### config.mk
export PLATFORM = sky130hd
export DESIGN_NAME = gpx_core
export DESIGN_NICKNAME = d
export VERILOG_FILES = /design/src/rtl/gpx_pkg.sv /design/src/rtl/gpx_decode.sv /design/src/rtl/gpx_readmux.sv /design/src/rtl/gpx_core.sv
export SDC_FILE = /design/constraint.sdc
export NUM_CORES = 1
export LEC_CHECK = 0
export ABC_AREA = 1
export CORE_UTILIZATION = 50
export DETAILED_ROUTE_END_ITERATION = 8
export DONT_BUFFER_PORTS = 1
export SLEW_MARGIN = 25
export SYNTH_ARGS = -nofsm -noshare
export SYNTH_HDL_FRONTEND = slang
export SYNTH_SLANG_ARGS = --single-unit
### constraint.sdc
create_clock -name clk -period 2.1 [get_ports clk]
set_clock_uncertainty 0.1 [all_clocks]
set_input_delay 0.21 -clock clk [delete_from_list [all_inputs] [get_ports clk]]
set_output_delay 0.21 -clock clk [all_outputs]
set_load 0.01 [all_outputs]
### src/rtl/gpx_pkg.sv
package gpx_pkg;

    // Register class, taken from the upper bits of the register index.
    typedef enum logic [2:0] {
        KIND_PORT = 3'd0,
        KIND_OLAT = 3'd1,
        KIND_POL  = 3'd2,
        KIND_DIR  = 3'd3,
        KIND_CAP  = 3'd4,
        KIND_NONE = 3'd7
    } gpx_kind_e;

endpackage

### src/rtl/gpx_decode.sv
module gpx_decode
    import gpx_pkg::*;
#(
    parameter int                 NPORTS    = 2,
    parameter int                 PSEL_W    = 1,
    parameter int                 IDX_W     = 4,
    parameter int                 STRAP_W   = 3,
    parameter int                 ADDR_HI_W = 4,
    parameter int                 ADDR_W    = 7,
    parameter logic [ADDR_HI_W-1:0] ADDR_HI = 4'b0100
) (
    input  logic [ADDR_W-1:0]  host_addr,
    input  logic [STRAP_W-1:0] strap_addr,
    input  logic [IDX_W-1:0]   host_idx,
    input  logic               host_rd,
    input  logic               host_wr,
    output logic               rd_hit,
    output logic               wr_hit,
    output gpx_kind_e          kind,
    output logic [PSEL_W-1:0]  psel
);

    logic        addr_ok;
    logic [2:0]  kind_raw;

    // only the strap-completed device address is served
    assign addr_ok  = (host_addr == {ADDR_HI, strap_addr});
    assign rd_hit   = host_rd && addr_ok;
    assign wr_hit   = host_wr && addr_ok;
    assign kind_raw = host_idx[IDX_W-1:PSEL_W];
    assign psel     = host_idx[PSEL_W-1:0];

    // anything past the capture pair decodes as no register
    always_comb begin
        if (kind_raw <= 3'd4 && int'(psel) < NPORTS) begin
            kind = gpx_kind_e'(kind_raw);
        end else begin
            kind = KIND_NONE;
        end
    end

endmodule

### src/rtl/gpx_readmux.sv
module gpx_readmux
    import gpx_pkg::*;
#(
    parameter int PORT_W = 8,
    parameter int NPORTS = 2,
    parameter int PSEL_W = 1,
    parameter int LINES  = 16
) (
    input  gpx_kind_e          kind,
    input  logic [PSEL_W-1:0]  psel,
    input  logic [LINES-1:0]   in_s,
    input  logic [LINES-1:0]   pol,
    input  logic [LINES-1:0]   dir,
    input  logic [LINES-1:0]   olat,
    input  logic [LINES-1:0]   cap,
    output logic [PORT_W-1:0]  rd_byte
);

    always_comb begin
        rd_byte = '0;
        for (int p = 0; p < NPORTS; p++) begin
            if (psel == PSEL_W'(p)) begin
                case (kind)
                    // inversion applies to input-direction bits only
                    KIND_PORT: rd_byte = in_s[p*PORT_W +: PORT_W]
                                       ^ (pol[p*PORT_W +: PORT_W] & dir[p*PORT_W +: PORT_W]);
                    KIND_OLAT: rd_byte = olat[p*PORT_W +: PORT_W];
                    KIND_POL:  rd_byte = pol[p*PORT_W +: PORT_W];
                    KIND_DIR:  rd_byte = dir[p*PORT_W +: PORT_W];
                    KIND_CAP:  rd_byte = cap[p*PORT_W +: PORT_W];
                    default:   rd_byte = '0;
                endcase
            end
        end
    end

endmodule

### src/rtl/gpx_core.sv
module gpx_core
    import gpx_pkg::*;
#(
    parameter int                   PORT_W    = 8,
    parameter int                   NPORTS    = 2,
    parameter int                   STRAP_W   = 3,
    parameter int                   ADDR_HI_W = 4,
    parameter logic [ADDR_HI_W-1:0] ADDR_HI   = 4'b0100
) (
    input  logic                                      clk,
    input  logic                                      rst_n,
    input  logic [STRAP_W-1:0]                        strap_addr,
    input  logic [ADDR_HI_W+STRAP_W-1:0]              host_addr,
    input  logic [3+((NPORTS>1)?$clog2(NPORTS):1)-1:0] host_idx,
    input  logic                                      host_rd,
    input  logic                                      host_wr,
    input  logic [PORT_W-1:0]                         host_wdata,
    output logic [PORT_W-1:0]                         host_rdata,
    input  logic [PORT_W*NPORTS-1:0]                  pin_in,
    output logic [PORT_W*NPORTS-1:0]                  pin_out,
    output logic [PORT_W*NPORTS-1:0]                  pin_oe,
    output logic                                      irq_n,
    output logic                                      irq_oe
);

    localparam int LINES  = PORT_W * NPORTS;
    localparam int PSEL_W = (NPORTS > 1) ? $clog2(NPORTS) : 1;
    localparam int IDX_W  = 3 + PSEL_W;
    localparam int ADDR_W = ADDR_HI_W + STRAP_W;

    typedef struct packed {
        logic [LINES-1:0]  dir;
        logic [LINES-1:0]  olat;
        logic [LINES-1:0]  pol;
        logic [LINES-1:0]  port;
        logic [LINES-1:0]  cap;
        logic [LINES-1:0]  in_s;
        logic              irq;
        logic [PORT_W-1:0] rdata;
    } state_t;

    state_t            st_d, st_q;
    logic              rd_hit, wr_hit;
    gpx_kind_e         kind;
    logic [PSEL_W-1:0] psel;
    logic [PORT_W-1:0] rd_byte;

    gpx_decode #(
        .NPORTS(NPORTS), .PSEL_W(PSEL_W), .IDX_W(IDX_W), .STRAP_W(STRAP_W),
        .ADDR_HI_W(ADDR_HI_W), .ADDR_W(ADDR_W), .ADDR_HI(ADDR_HI)
    ) i_decode (
        .host_addr(host_addr), .strap_addr(strap_addr), .host_idx(host_idx),
        .host_rd(host_rd), .host_wr(host_wr),
        .rd_hit(rd_hit), .wr_hit(wr_hit), .kind(kind), .psel(psel)
    );

    gpx_readmux #(
        .PORT_W(PORT_W), .NPORTS(NPORTS), .PSEL_W(PSEL_W), .LINES(LINES)
    ) i_readmux (
        .kind(kind), .psel(psel), .in_s(st_q.in_s), .pol(st_q.pol),
        .dir(st_q.dir), .olat(st_q.olat), .cap(st_q.cap), .rd_byte(rd_byte)
    );

    always_comb begin
        st_d      = st_q;
        st_d.in_s = pin_in;

        // a read latches data and resyncs the addressed port state
        if (rd_hit) begin
            st_d.rdata = rd_byte;
            for (int p = 0; p < NPORTS; p++) begin
                if (psel == PSEL_W'(p) && kind == KIND_PORT) begin
                    st_d.port[p*PORT_W +: PORT_W] = st_q.in_s[p*PORT_W +: PORT_W];
                end
            end
        end

        // writable classes; capture and unmapped are dropped
        if (wr_hit) begin
            for (int p = 0; p < NPORTS; p++) begin
                if (psel == PSEL_W'(p)) begin
                    case (kind)
                        KIND_PORT,
                        KIND_OLAT: st_d.olat[p*PORT_W +: PORT_W] = host_wdata;
                        KIND_POL:  st_d.pol[p*PORT_W +: PORT_W]  = host_wdata;
                        KIND_DIR:  st_d.dir[p*PORT_W +: PORT_W]  = host_wdata;
                        default:   ;
                    endcase
                end
            end
        end

        // mismatch of next sample against next port state, inputs only
        st_d.irq = |((st_d.in_s ^ st_d.port) & st_d.dir);

        // snapshot on the assertion edge only
        if (st_d.irq && !st_q.irq) begin
            st_d.cap = st_d.in_s;
        end
    end

    // reset values
    always_ff @(posedge clk or negedge rst_n) begin
        if (!rst_n) begin
            st_q       <= '0;
            st_q.dir   <= '1;
        end else begin
            st_q       <= st_d;
        end
    end

    assign pin_oe     = ~st_q.dir;
    assign pin_out    = st_q.olat;
    assign irq_n      = ~st_q.irq;
    assign irq_oe     = st_q.irq;
    assign host_rdata = st_q.rdata;

endmodule

==> flow_metrics.tcl <==
set metrics [dict create \
    status "finished with violations" \
    violations "negative hold slack" \
    period_minus_slack_ps 2020 \
    hold_viol 105 \
    synth.top_cell.area_share 0.362 \
    ys_seq_elements 105 \
    netlist_area_sq_um 6150 \
    setup_viol 0 \
    maxSlewViolCount 0 \
    yosys_warnings 0 \
    die_w_um 113 \
    clockRootBuffer "clkbuf_16" \
    syn_nets 899 \
    port_buffers 0 \
    multi_input_area_sq_um 2790 \
    insertion_delay_ps 360 \
    cts.clk_slew.worst_paths_ps 70 \
    max_cap_violations 0 \
    fp.dieH_um 113 \
    crit_type "input pin to register" \
    critical-path-slowest-cell "dlygate4sd3_1" \
    hp-class "input pin to asynchronous set/reset pin" \
    cp_max_fo 9 \
    regArea_sq_um 2650 \
    grt_pass1_vias 5173 \
    fp-row-count 40 \
    antenna_cells 0 \
    synth_area_leaders "dfrtp_1 36%, nand2_1 20%, nand3_1 7.3%" \
    ctsHoldBuffers 18 \
    synth_top_cell_by_area "dfrtp_1" \
    path_common_cell "nand2_1" \
    antenna_found_initial 0 \
    fill_cells 1130 \
    end_kind "register" \
    io_pins 84 \
    final_cells 1013 \
    powerDensity_nw_per_um2 739 \
    startpoint_type "input pin" \
    cts_tree "done" \
    viasPerCell 5.57 \
    first_iter_violations 507 \
    netlist_instances 857 \
    postRouteAntennaNets 0 \
    grt_max_degree 106 \
    hold_slack_ps -554 \
    syn_area_per_cell_sq_um 7.18 \
    synth.distinct_cells 33 \
    via_count 5643 \
    grt.total_usage 0.297 \
    die_area_sq_um 12700 \
    timing.fmax_ghz 0.494 \
    initial_core_util 0.512 \
    vdd_ir_drop_max_mv 0.372 \
    coreArea_sq_um 12000 \
    gp_congestion 0.902 \
    drt_pre_antenna_iters 5 \
    drive_above_1_share 0.120 \
    path_cells "dlygate4sd3_1, nand3_1, nand2_1, nand2_1, nand3_1, nand2_1, inv_1, nand2_1, nor2_4, nand2_4, nand3_1, nand2_1" \
    yosysSeqAreaShare 0.431 \
    dp_cells 973 \
    setup_tns_ps 0 \
    areaGrowthSynthToFinish_pct 12.2 \
    grt.overflow.total 0 \
    fin_crit_sh 0.963 \
    drc 0 \
    fin_nets 903 \
    wl_per_cell_um 17.8 \
    cp.required_ps 2250 \
    cts_max_path_buffers 2 \
    grt_pass1_wl_um 28400 \
    clock-sinks 105 \
    cts_buffers 9 \
    cpPeakStageDelay_ps 780 \
    hpwl_um 12800 \
    finalWirelength_um 18000 \
    worstPathArrival_ps 2170 \
    worst_pin_slew_ps 736 \
    p_leak_nw 3.43 \
    h-tree-depth 3 \
    relSlewSlack 0.503 \
]
where the power goes:
| part | switching, mW | total [mW] | internal (mW) |
|---|---|---|---|
| clock network | 0.768 | 1.96 | 1.20 |
| registers | 0.164 | 2.42 | 2.25 |
| logic | 0.449 | 0.719 | 0.271 |
Yosys cell counts (all sizes together):
cell	n
xnor2	6
a311oi	1
o2111ai	10
dfrtp	89
buf	44
nand4	17
nor2	18
a211oi	3
a32o	3
inv	110
dfstp	16
a21oi	16
clkinv	1
xor2	5
nor3	1
nand2	325
o21a	4
clkbuf	17
o311ai	2
nand3	96
o21ai	73
layer usage:
layer  wire length [um]  track usage
met1               7990        0.419
met2               7890        0.443
met3               1640       0.0557
met4                523        0.135
met5                  0            0
final timing paths:
| check | startpoint | end | slack (ps) | cells past startpoint |
|---|---|---|---|---|
| min | rst_n | pin_out[6] | -550 | 0 |
| max | host_rd | st_q[40] | 80 | 12 |
| min in group clk | host_idx[0] | st_q[102] | 10 | 4 |
| max in group asynchronous | rst_n | st_q[94] | 2220 | 0 |
| max reg2reg | st_q[10] | st_q[40] | 90 | 14 |
| min reg2reg | st_q[33] | st_q[33] | 390 | 2 |
critical path: cells and delay by family:
kind                   cells  cell delay [ps]
and+or+nand+nor           10             1120
buffers and inverters      2              830
state kept, by name, summed over array words and instances (netlist names):
register,count
host_rdata,8
irq_oe,1
pin_out,16
st_q,80
logic make-up after synthesis:
family,after synthesis,synth area share
compound gates,112,0.107
buf+inv,172,0.131
flops,105,0.431
simple gates,457,0.315
xor+xnor,11,0.0157
cell type report:
type | count | share of cell area
Sequential cell | 105 | 0.384
Tap cell | 147 | 0.0266
Clock inverter | 5 | 0.0149
Clock buffer | 11 | 0.0352
Inverter | 111 | 0.0607
Timing Repair Buffer | 52 | 0.0743
Multi-Input combinational cell | 582 | 0.405
cells in the final DEF, fill, tap and decap left out, types with 2 or more instances in the layout:
cell | synthesis | final
nor2_1 | 15 | 13
o21ai_1 | 26 | 23
dfstp_2 | 16 | 16
a21oi_1 | 16 | 16
a211oi_1 | 3 | 3
dlygate4sd3_1 | 0 | 17
o311ai_0 | 2 | 2
a32o_1 | 3 | 3
nor2_4 | 2 | 4
nand4_1 | 17 | 17
nand2_2 | 1 | 4
inv_1 | 108 | 102
nand2_1 | 324 | 320
buf_4 | 27 | 28
o21ai_0 | 44 | 44
o21a_1 | 4 | 4
bufinv_16 | 0 | 3
nand2_4 | 0 | 3
nand3_1 | 90 | 84
o2111ai_1 | 10 | 10
inv_2 | 1 | 7
xor2_1 | 5 | 5
clkbuf_16 | 0 | 9
dfrtp_1 | 89 | 89
o21ai_2 | 2 | 5
nand3_2 | 5 | 11
xnor2_1 | 6 | 6
buf_12 | 0 | 6
what timing repair did:
item | 4_1_cts | 5_1_grt
endpoints found under the setup margin | 13 | 16
setup buffers | 0 | 4
hold endpoints to repair | 155 | 105
gates resized for setup | 1 | 26
cloned | 0 | 2
pin swaps | 0 | 14
stage by stage:
stage                     instance area [sq um]  total power [mW]  utilization  setup WS (ps)
after floorplan                            6150              2.90            -            144
after global placement                     6240              3.03        0.519           -150
after detailed placement                   6240              3.06        0.519           -166
after CTS                                  6770              5.05        0.563           22.7
after global routing                       6900              5.32        0.575          -29.4
final                                      6900              5.10        0.575           77.0
No activity file was read; power rests on OpenSTA's default activity.
